<file path="config.mk">
export PLATFORM = sky130hd
export DESIGN_NAME = i2c_stretch_target
export DESIGN_NICKNAME = d
export VERILOG_FILES = /design/src/rtl/i2ct_pkg.sv /design/src/rtl/i2ct_line_sync.sv /design/src/rtl/i2ct_shift.sv /design/src/rtl/i2c_stretch_target.sv
export SDC_FILE = /design/constraint.sdc
export NUM_CORES = 1
export LEC_CHECK = 0
export ABC_AREA = 1
export BUFFER_PORTS_ARGS = -buffer_cell sky130_fd_sc_hd__buf_4
export CAP_MARGIN = 10
export CORE_MARGIN = 2
export CORE_UTILIZATION = 40
export DETAILED_ROUTE_END_ITERATION = 16
export PLACE_DENSITY = 0.67
export SLEW_MARGIN = 5
export SYNTH_ARGS = -nofsm -noshare
export SYNTH_HDL_FRONTEND = slang
export SYNTH_SLANG_ARGS = --single-unit
</file>
<file path="constraint.sdc">
create_clock -name clk -period 2 [get_ports clk]
set_input_delay 0.4 -clock clk [delete_from_list [all_inputs] [get_ports clk]]
set_output_delay 0.4 -clock clk [all_outputs]
set_load 0.02 [all_outputs]
</file>
<file path="src/rtl/i2ct_pkg.sv">
package i2ct_pkg;

    typedef enum logic [3:0] {
        ST_IDLE,
        ST_ADDR,
        ST_ADDR_ACK,
        ST_HOLD,
        ST_RX,
        ST_RX_HOLD,
        ST_RX_ACK,
        ST_TX,
        ST_TX_ACK
    } tgt_state_e;

    typedef enum logic [1:0] {
        EV_ADDR  = 2'd0,
        EV_RX    = 2'd1,
        EV_TXREQ = 2'd2,
        EV_DONE  = 2'd3
    } tgt_evt_e;

endpackage

</file>
<file path="src/rtl/i2ct_line_sync.sv">
module i2ct_line_sync #(
    parameter int STAGES = 2
) (
    input  logic clk,
    input  logic rst_n,
    input  logic scl_in,
    input  logic sda_in,
    output logic sda_s,
    output logic scl_rise,
    output logic scl_fall,
    output logic start_det,
    output logic stop_det
);
    logic [STAGES-1:0] scl_ff, sda_ff;
    logic              scl_d, sda_d;
    logic              scl_now;

    always_ff @(posedge clk or negedge rst_n) begin
        if (!rst_n) begin
            scl_ff <= '1;
            sda_ff <= '1;
            scl_d  <= 1'b1;
            sda_d  <= 1'b1;
        end else begin
            scl_ff <= {scl_ff[STAGES-2:0], scl_in};
            sda_ff <= {sda_ff[STAGES-2:0], sda_in};
            scl_d  <= scl_ff[STAGES-1];
            sda_d  <= sda_ff[STAGES-1];
        end
    end

    assign scl_now   = scl_ff[STAGES-1];
    assign sda_s     = sda_ff[STAGES-1];
    assign scl_rise  = scl_now & ~scl_d;
    assign scl_fall  = ~scl_now & scl_d;
    assign start_det = scl_now & scl_d & sda_d & ~sda_s;
    assign stop_det  = scl_now & scl_d & ~sda_d & sda_s;

endmodule

</file>
<file path="src/rtl/i2ct_shift.sv">
module i2ct_shift #(
    parameter int W = 8
) (
    input  logic         clk,
    input  logic         rst_n,
    input  logic         load,
    input  logic [W-1:0] ld_val,
    input  logic         sh_in,
    input  logic         sh_out,
    input  logic         bit_in,
    output logic [W-1:0] q
);
    always_ff @(posedge clk or negedge rst_n) begin
        if (!rst_n)      q <= '0;
        else if (load)   q <= ld_val;
        else if (sh_in)  q <= {q[W-2:0], bit_in};
        else if (sh_out) q <= {q[W-2:0], 1'b0};
    end
endmodule

</file>
<file path="src/rtl/i2c_stretch_target.sv">
module i2c_stretch_target
    import i2ct_pkg::*;
#(
    parameter int                ADDR_W      = 7,
    parameter logic [ADDR_W-1:0] TGT_ADDR    = 7'h2A,
    parameter int                SYNC_STAGES = 2,
    localparam int               DATA_W      = ADDR_W + 1
) (
    input  logic              clk,
    input  logic              rst_n,
    input  logic              scl_i,
    input  logic              sda_i,
    output logic              scl_oe,
    output logic              sda_oe,
    input  logic              stretch_en,
    input  logic              ack_hold_en,
    input  logic              hold_release,
    input  logic [DATA_W-1:0] tx_data,
    output logic [DATA_W-1:0] rx_data,
    output logic              rw_flag,
    output logic              stretch_o,
    output logic              evt_valid,
    output logic [1:0]        evt_code
);
    localparam int              CNT_W    = $clog2(DATA_W + 1);
    localparam logic [CNT_W-1:0] LAST_BIT = CNT_W'(DATA_W);

    tgt_state_e        state_q, state_d;
    logic [CNT_W-1:0]  cnt_q;
    logic [DATA_W-1:0] sh_q;
    logic              nack_q;
    logic              sda_s, scl_rise, scl_fall, start_det, stop_det;
    logic              byte_end, sh_load, sh_in, sh_out, counting;

    i2ct_line_sync #(.STAGES(SYNC_STAGES)) u_sync (
        .clk(clk), .rst_n(rst_n), .scl_in(scl_i), .sda_in(sda_i),
        .sda_s(sda_s), .scl_rise(scl_rise), .scl_fall(scl_fall),
        .start_det(start_det), .stop_det(stop_det)
    );

    assign byte_end = scl_fall && (cnt_q == LAST_BIT);
    assign counting = (state_q == ST_ADDR) || (state_q == ST_RX) || (state_q == ST_TX);

    // next-state decode
    always_comb begin
        state_d = state_q;
        if (start_det)      state_d = ST_ADDR;
        else if (stop_det)  state_d = ST_IDLE;
        else begin
            unique case (state_q)
                ST_IDLE:     state_d = ST_IDLE;
                ST_ADDR:     if (byte_end)
                                 state_d = (sh_q[DATA_W-1:1] == TGT_ADDR) ? ST_ADDR_ACK : ST_IDLE;
                ST_ADDR_ACK: if (scl_fall) state_d = ST_HOLD;
                ST_HOLD:     if (hold_release) state_d = rw_flag ? ST_TX : ST_RX;
                ST_RX:       if (byte_end) state_d = ack_hold_en ? ST_RX_HOLD : ST_RX_ACK;
                ST_RX_HOLD:  if (hold_release) state_d = ST_RX_ACK;
                ST_RX_ACK:   if (scl_fall) state_d = stretch_en ? ST_HOLD : ST_RX;
                ST_TX:       if (byte_end) state_d = ST_TX_ACK;
                ST_TX_ACK:   if (scl_fall)
                                 state_d = nack_q ? ST_IDLE : (stretch_en ? ST_HOLD : ST_TX);
                default:     state_d = ST_IDLE;
            endcase
        end
    end

    // state register
    always_ff @(posedge clk or negedge rst_n) begin
        if (!rst_n) state_q <= ST_IDLE;
        else        state_q <= state_d;
    end

    // bit counter
    always_ff @(posedge clk or negedge rst_n) begin
        if (!rst_n)                              cnt_q <= '0;
        else if (start_det || state_d != state_q) cnt_q <= '0;
        else if (scl_rise && counting)           cnt_q <= cnt_q + 1'b1;
    end

    assign sh_load = (state_q == ST_HOLD && hold_release && rw_flag)
                   || (state_q == ST_TX_ACK && state_d == ST_TX);
    assign sh_in   = scl_rise && (state_q == ST_ADDR || state_q == ST_RX);
    assign sh_out  = scl_fall && (state_q == ST_TX);

    i2ct_shift #(.W(DATA_W)) u_shift (
        .clk(clk), .rst_n(rst_n), .load(sh_load), .ld_val(tx_data),
        .sh_in(sh_in), .sh_out(sh_out), .bit_in(sda_s), .q(sh_q)
    );

    // registered host-side outputs
    always_ff @(posedge clk or negedge rst_n) begin
        if (!rst_n) begin
            evt_valid <= 1'b0;
            evt_code  <= EV_ADDR;
            rx_data   <= '0;
            rw_flag   <= 1'b0;
            nack_q    <= 1'b0;
        end else begin
            evt_valid <= 1'b0;
            if (!start_det) begin
                if (stop_det) begin
                    if (state_q != ST_IDLE) begin
                        evt_valid <= 1'b1;
                        evt_code  <= EV_DONE;
                    end
                end else begin
                    case (state_q)
                        ST_ADDR: if (state_d == ST_ADDR_ACK) rw_flag <= sh_q[0];
                        ST_ADDR_ACK: if (scl_fall) begin
                            evt_valid <= 1'b1;
                            evt_code  <= EV_ADDR;
                        end
                        ST_RX: if (byte_end) begin
                            rx_data   <= sh_q;
                            evt_valid <= 1'b1;
                            evt_code  <= EV_RX;
                        end
                        ST_TX_ACK: begin
                            if (scl_rise) nack_q <= sda_s;
                            if (scl_fall) begin
                                evt_valid <= 1'b1;
                                evt_code  <= nack_q ? EV_DONE : EV_TXREQ;
                            end
                        end
                        default: ;
                    endcase
                end
            end
        end
    end

    // line drives
    assign stretch_o = (state_q == ST_HOLD) || (state_q == ST_RX_HOLD);
    assign scl_oe    = stretch_o && !hold_release;
    assign sda_oe    = (state_q == ST_ADDR_ACK)
                    || (state_q == ST_RX_ACK)
                    || (state_q == ST_RX_HOLD && hold_release)
                    || (state_q == ST_TX && !sh_q[DATA_W-1])
                    || (state_q == ST_HOLD && hold_release && rw_flag && !tx_data[DATA_W-1]);

endmodule

</file>
==> metrics.csv, run 1 <==
metric,value,unit
synth_edf_count,0,
placed_area,2170,sq um
cts.sinks,35,
gr-total-overflow,0,
syn_nets,269,
cap_violations,0,
crit_chain,inv_2 -> nor2_2 -> nand2_2 -> clkinv_2 -> nand2_1 -> o2111ai_2 -> buf_4,
synth_mux_area_share,0,%
slew_headroom,69.9,%
vias_per_cell,5.09,
start_util,40.7,%
crit_fanout,6,
port-buffer-count,29,
arrival,1.54,ns
start_kind,flip-flop,
synth-main-ff-cell,dfrtp_1,
syn-cell-area,1900,sq um
dpl_worst_slack,0.119,ns
syn_inst,252,
final.min_clock_period,1.94,ns
finalHoldViolations,0,
ant_nets,0,
path_delay_family,flip-flops,
synth_most_common_cell,nand2_1,
wl,4420,um
final_area,2360,sq um
leakage,1.21,nW
status,"finished, final reports clean",
drcViolationCount,0,
vias,1750,
synth_compound_area_share,13.3,%
irDropWorstVdd,0.000456,V
worst_pin_slew,0.449,ns
fin_ws,0.0633,ns
dp_hpwl,3190,um
fillers,453,
die_y,72.9,um
place_congestion,0.894,
synth_seq_cells,35,
hold_buffers,0,
areaGrowthSynthToFinish,24.3,%
synth_top_family_by_area,simple AND/OR/NAND/NOR gates,
period_share,96.8,%
cts_max_level,2,
yosysSeqAreaShare,46.6,%
critPathMaxStageDelay,0.46,ns
max_freq,516,MHz
first_pass_iters,4,
crit_buf_inv,3,
routedWlPerCell,12.9,um
grt_pass1_vias,1565,
cts_tree,done,
power,1.70,mW
setup_tns,0,ns
layout-drive-gt1-share,27.2,%
synth_simple_gate_area_share,29.0,%
nets,306,
slowest_stage,dfrtp_2,
yosysTopAreaCell,dfrtp_1,
antenna_found_initial,0,
setup-violations-final,0,
io_pins,30,
synthTopCellsByArea,"dfrtp_1, nand2_1, dfstp_2",
rsz0062_at_grt,true,
core.rowCount,25,
numCtsBuffers,5,
ys_types,32,
yosys_warnings,0,
grt_pass1_wl,7400,um
grtUsageTotal,18.1,%
synth_adder_area_share,1.32,%
yosysTopAreaCellShare,38.3,%
die-area,5310,sq um
yosys-top-cells-count,"nand2_1, inv_1, dfrtp_1",
clkTransAtPathRegs,0.08,ns
core,4660,sq um
synth-async-reset-ratio,100,%
utilization,50.6,%
worstSetupPathType,flip-flop to primary output,
cellPowerDensity,719,nW/um^2
end_kind,primary output,
avgSynthCellArea,7.53,sq um
skew,0.00391,ns
hold_class,input port to asynchronous set/reset pin,
grt_start_max_net_pins,36,
drtIter0Drc,165,
cts-root-buf,clkbuf_8,
slew_viol_final,0,
critPathRequiredTime,1.60,ns
die_w,72.9,um
n_antenna_cell,0,
synth_xor_xnor_area_share,1.39,%
clock_latency,0.29,ns
clk_path_buf_depth,2,
registers in the layout (all words and copies together) (netlist names):
name and flops:
evt_valid 1, rx_data 8, u_shift.q 8, state_q 4, nack_q 1, u_sync.sda_d 1, cnt_q 4, evt_code 2
u_sync.sda_ff 2, u_sync.scl_ff 2, u_sync.scl_d 1, rw_flag 1
cell type report:
class,count,area [sq um],area share [%]
Multi-Input combinational cell,177,930,39.4
Sequential cell,35,888,37.7
Timing Repair Buffer,32,240,10.2
Inverter,38,144,6.10
Clock buffer,5,68.8,2.92
Tap cell,54,67.6,2.86
Clock inverter,3,20.0,0.849
repair_timing:
item,4_1_cts,5_1_grt
setup buffers,0,2
gates cloned,0,1
pin swaps,0,4
resized for setup,3,17
setup endpoints to repair,1,14
stage by stage:
step                cells  hold slack [ns]
floorplan             252            0.104
global placement      333            0.346
detailed placement    333            0.347
CTS                   341           0.0639
global route          344           0.0871
finish                344           0.0434
cells by family after synthesis:
| family | after synthesis |
|---|---|
| simple gates | 128 |
| compound gates | 43 |
| buf+inv | 41 |
| flops | 35 |
| xor+xnor | 3 |
| fa+ha+maj | 2 |
cells in the final DEF (no fill, tap or decap), drive strengths merged, types with 2 or more instances in the layout:
cell       n
a21oi      2
buf       32
clkbuf     5
clkinv     3
clkinvlp   2
dfrtp     29
dfstp      6
ha         2
inv       36
nand2     87
nand3     14
nor2      24
nor3       3
o2111ai    2
o21ai     32
o22ai      2
xor2       3
metal layers:
metal | global-route usage, % | vias up | share of wire (%)
met4 | 6.17 | 0 | 2.0
met1 | 26.1 | 799 | 45
met3 | 4.01 | 10 | 5.6
met5 | 0 | - | 0
li1 | - | 877 | -
met2 | 27.2 | 64 | 47
final timing paths:
| kind | from | to | slack [ns] | depth (start not counted) |
|---|---|---|---|---|
| hold / removal | rst_n | evt_valid | 0.04 | 1 |
| setup reg to reg | cnt_q[0] | cnt_q[2] | 0.12 | 15 |
| max in group asynchronous | rst_n | u_sync.scl_ff[0] | 1.60 | 1 |
| setup / recovery | state_q[2] | sda_oe | 0.06 | 7 |
| min in group clk | sda_i | u_sync.sda_ff[0] | 0.21 | 1 |
| hold reg to reg | u_sync.scl_ff[0] | u_sync.scl_ff[1] | 0.36 | 0 |
report_power, final:
group	switching, mW	internal [mW]	total (mW)
registers	0.0487	0.791	0.840
logic	0.209	0.125	0.334
clock network	0.280	0.242	0.522
total	0.537	1.16	1.70
Power figures use the tool's default switching activity.
==> inputs of run 2 (changes only) <==
- ABC_AREA: 1 -> unset
==> run 2 against run 1 <==
Net effect:
- the flow now finishes with violations (negative setup slack)
- hold slack better by 0.0057 ns
- synthesized cell count down 22%
- sequential share of layout area down 5.4 points
- clock-buffer cell count up 1
- global-route usage up 1.4 points
- wire length up 14%
- sequential power up 14%
- combinational power up 17%
==> metrics.csv, run 2 <==
metric,value,unit,change
status,"complete, but fails checks",,"was finished, final reports clean"
violations,negative setup slack,,
ys_types,49,,was 32
synth_most_common_cell,dfrtp_1,,was nand2_1
wl,5030,um,was 4420 um
busiest_layer,met2,,unchanged
grt_start_max_net_pins,36,,unchanged
n_antenna_cell,0,,unchanged
mostFrequentLayoutCells,"buf_4, dfrtp_1, nor2_1",,"was nand2_1, inv_1, buf_4"
setup_tns,-0.0370,ns,was 0 ns
syn_inst,197,,was 252
gr-total-overflow,0,,unchanged
first_pass_iters,4,,unchanged
placed_area,2390,sq um,was 2170 sq um
cap_violations,0,,unchanged
worstSetupPathType,flip-flop to flip-flop,,was flip-flop to primary output
start_util,41.2,%,was 40.7%
drcViolationCount,0,,unchanged
port-buffer-count,29,,unchanged
synthTopCellsByArea,"dfrtp_1, dfstp_2, mux2_2",,"was dfrtp_1, nand2_1, dfstp_2"
layout-drive-gt1-share,47.5,%,was 27.2%
synth_edf_count,0,,unchanged
switching_share,31.1,%,was 31.6%
period_share,102,%,was 96.8%
grt_use_met3,3.43,%,was 4.01%
synth-main-ff-cell,dfrtp_1,,unchanged
dp_hpwl,3470,um,was 3190 um
cellPowerDensity,674,nW/um^2,was 719 nW/um^2
antenna_found_initial,0,,unchanged
fin_ws,-0.0303,ns,was 0.0633 ns
drtIter0Drc,89,,was 165
grtUsageTotal,19.6,%,was 18.1%
yosys-top-cells-count,"dfrtp_1, nor2_1, nand2_1",,"was nand2_1, inv_1, dfrtp_1"
yosys_warnings,0,,unchanged
clock_latency,0.28,ns,was 0.29 ns
grt_pass1_vias,1637,,was 1565
synth_seq_cells,35,,unchanged
die-area,5400,sq um,was 5310 sq um
finalHoldViolations,0,,unchanged
ant_nets,0,,unchanged
vias,1766,,was 1750
avgSynthCellArea,9.81,sq um,was 7.53 sq um
numCtsBuffers,5,,unchanged
routedWlPerCell,15.9,um,was 12.9 um
die_y,73.5,um,was 72.9 um
start_kind,flip-flop,,unchanged
yosysTopAreaCellShare,37.6,%,was 38.3%
crit_fanout,4,,was 6
syn_nets,214,,was 269
hold_class,input port to asynchronous set/reset pin,,unchanged
dpl_worst_slack,-0.106,ns,was 0.119 ns
yosysSeqAreaShare,45.7,%,was 46.6%
rsz0062_at_grt,true,,unchanged
p_comb_share,21.1,%,was 19.7%
final_area,2750,sq um,was 2360 sq um
use_met2,30.2,%,was 27.2%
irDropWorstVdd,0.000502,V,was 0.000456 V
cts_tree,done,,unchanged
grtUsageMet1,26.7,%,was 26.1%
arrival,2.22,ns,was 1.54 ns
reg2reg_from,state_q[1],,was cnt_q[0]
slew_viol_final,0,,unchanged
cts.sinks,35,,unchanged
clkTransAtPathRegs,0.07,ns,was 0.08 ns
vias_per_cell,5.57,,was 5.09
syn-cell-area,1930,sq um,was 1900 sq um
worst_pin_slew,0.461,ns,was 0.449 ns
setup-violations-final,2,,was 0
end_kind,flip-flop,,was primary output
fillers,411,,was 453
skew,0.00353,ns,was 0.00391 ns
power,1.85,mW,was 1.70 mW
leakage,1.19,nW,was 1.21 nW
io_pins,30,,unchanged
max_freq,493,MHz,was 516 MHz
core,4690,sq um,was 4660 sq um
core.rowCount,25,,unchanged
seq_power_share,51.6,%,was 49.5%
clk_path_buf_depth,2,,unchanged
final_common_cell,buf_4,,was nand2_1
cts-root-buf,clkbuf_8,,unchanged
startpoint,state_q[1],,was state_q[2]
hold_buffers,0,,unchanged
nets,279,,was 306
reg.largest.list,"rx_data x8, u_shift.q x8",,unchanged
yosysTopAreaCell,dfrtp_1,,unchanged
place_congestion,0.945,,was 0.894
synth-async-reset-ratio,100,%,unchanged
areaGrowthSynthToFinish,42.1,%,was 24.3%
final.min_clock_period,2.03,ns,was 1.94 ns
slew_headroom,69.0,%,was 69.9%
clock_power_share,27.3,%,was 30.8%
p_int,1.28,mW,was 1.16 mW
grt_pass1_wl,7980,um,was 7400 um
cts_max_level,2,,unchanged
critPathRequiredTime,2.19,ns,was 1.60 ns
p_switching,0.575,mW,was 0.537 mW
die_w,73.5,um,was 72.9 um
[run 2: cell count changes in the layout (fill, tap and decap cells not counted), sizes merged, moves of 4 or more]
cell and delta:
mux2i +9, o21ai -20, nand2b +5, nand2 -72
nor2 -5, nor2b +4, xnor2 +6, mux2 +10
inv -28, nor4 +6, nand3 -10, a21oi +6
buf +36
[run 2: kinds of logic (layout without fill, tap and decap cells)]
kind of cell | count (synthesis) | after routing | synth area share (%)
buf+inv | 19 | 85 | 4.47
compound gates | 43 | 43 | 14.4
mux | 19 | 19 | 10.7
fa+ha+maj | 2 | 2 | 1.30
xor+xnor | 6 | 6 | 2.72
simple gates | 73 | 73 | 20.7
flops | 35 | 35 | 45.7
[run 2: area by class of cell]
cell class	instances	area, sq um	area share, %
clock buffer	6	72.6	2.64
clock inverter	2	12.5	0.456
inverter	9	37.5	1.37
multi-input combinational	143	1140	41.4
sequential	35	885	32.2
tap	54	67.6	2.46
timing repair buffer	68	534	19.5
[run 2: per-layer routing]
metal	up-vias	wire (um)
li1	845	-
met1	843	2280
met2	62	2320
met3	16	278
met4	0	149
met5	-	0
[run 2: through the flow]
stage               std cells  util, %  hold WS [ns]
finish                    317     58.5        0.0490
global route              317     58.5        0.0927
CTS                       312     54.9        0.0769
detailed placement        299     51.0         0.349
global placement          299     51.0         0.346
floorplan                 197        -         0.104
[run 2: worst max-delay path, cell delays in order (launching register included)]
cell and delay (ns):
dfrtp_1 0.39, or3_4 0.40, or3b_4 0.41, nand3_4 0.10
nor2_2 0.04, mux2_4 0.34, nor4_2 0.26
[run 2: what timing repair did]
| action | CTS | global route |
|---|---|---|
| setup buffers | 5 | 5 |
| gates resized for setup | 13 | 27 |
| setup endpoints to repair | 14 | 23 |
| endpoints found under the hold margin | 0 | 0 |
| pin swaps | 6 | 11 |
[run 2: power by group through the flow]
stage                     clock network, mW  registers (mW)  logic (mW)
after floorplan                           0           0.962       0.171
after global placement                    0           0.959       0.349
after detailed placement                  0           0.964       0.354
after CTS                             0.516           0.951       0.372
after global routing                  0.546           0.974       0.442
final                                 0.506           0.954       0.391
[run 2: final timing paths]
kind / slack, ns / end / depth (start not counted)
worst max-delay path: -0.03 / cnt_q[2] / 6
worst min-delay path: 0.05 / cnt_q[0] / 1
worst max register to register: -0.03 / cnt_q[2] / 6
worst min register to register: 0.36 / u_sync.sda_ff[1] / 0
max in group asynchronous: 1.61 / u_sync.sda_ff[1] / 1
min in group clk: 0.22 / u_sync.scl_ff[0] / 1
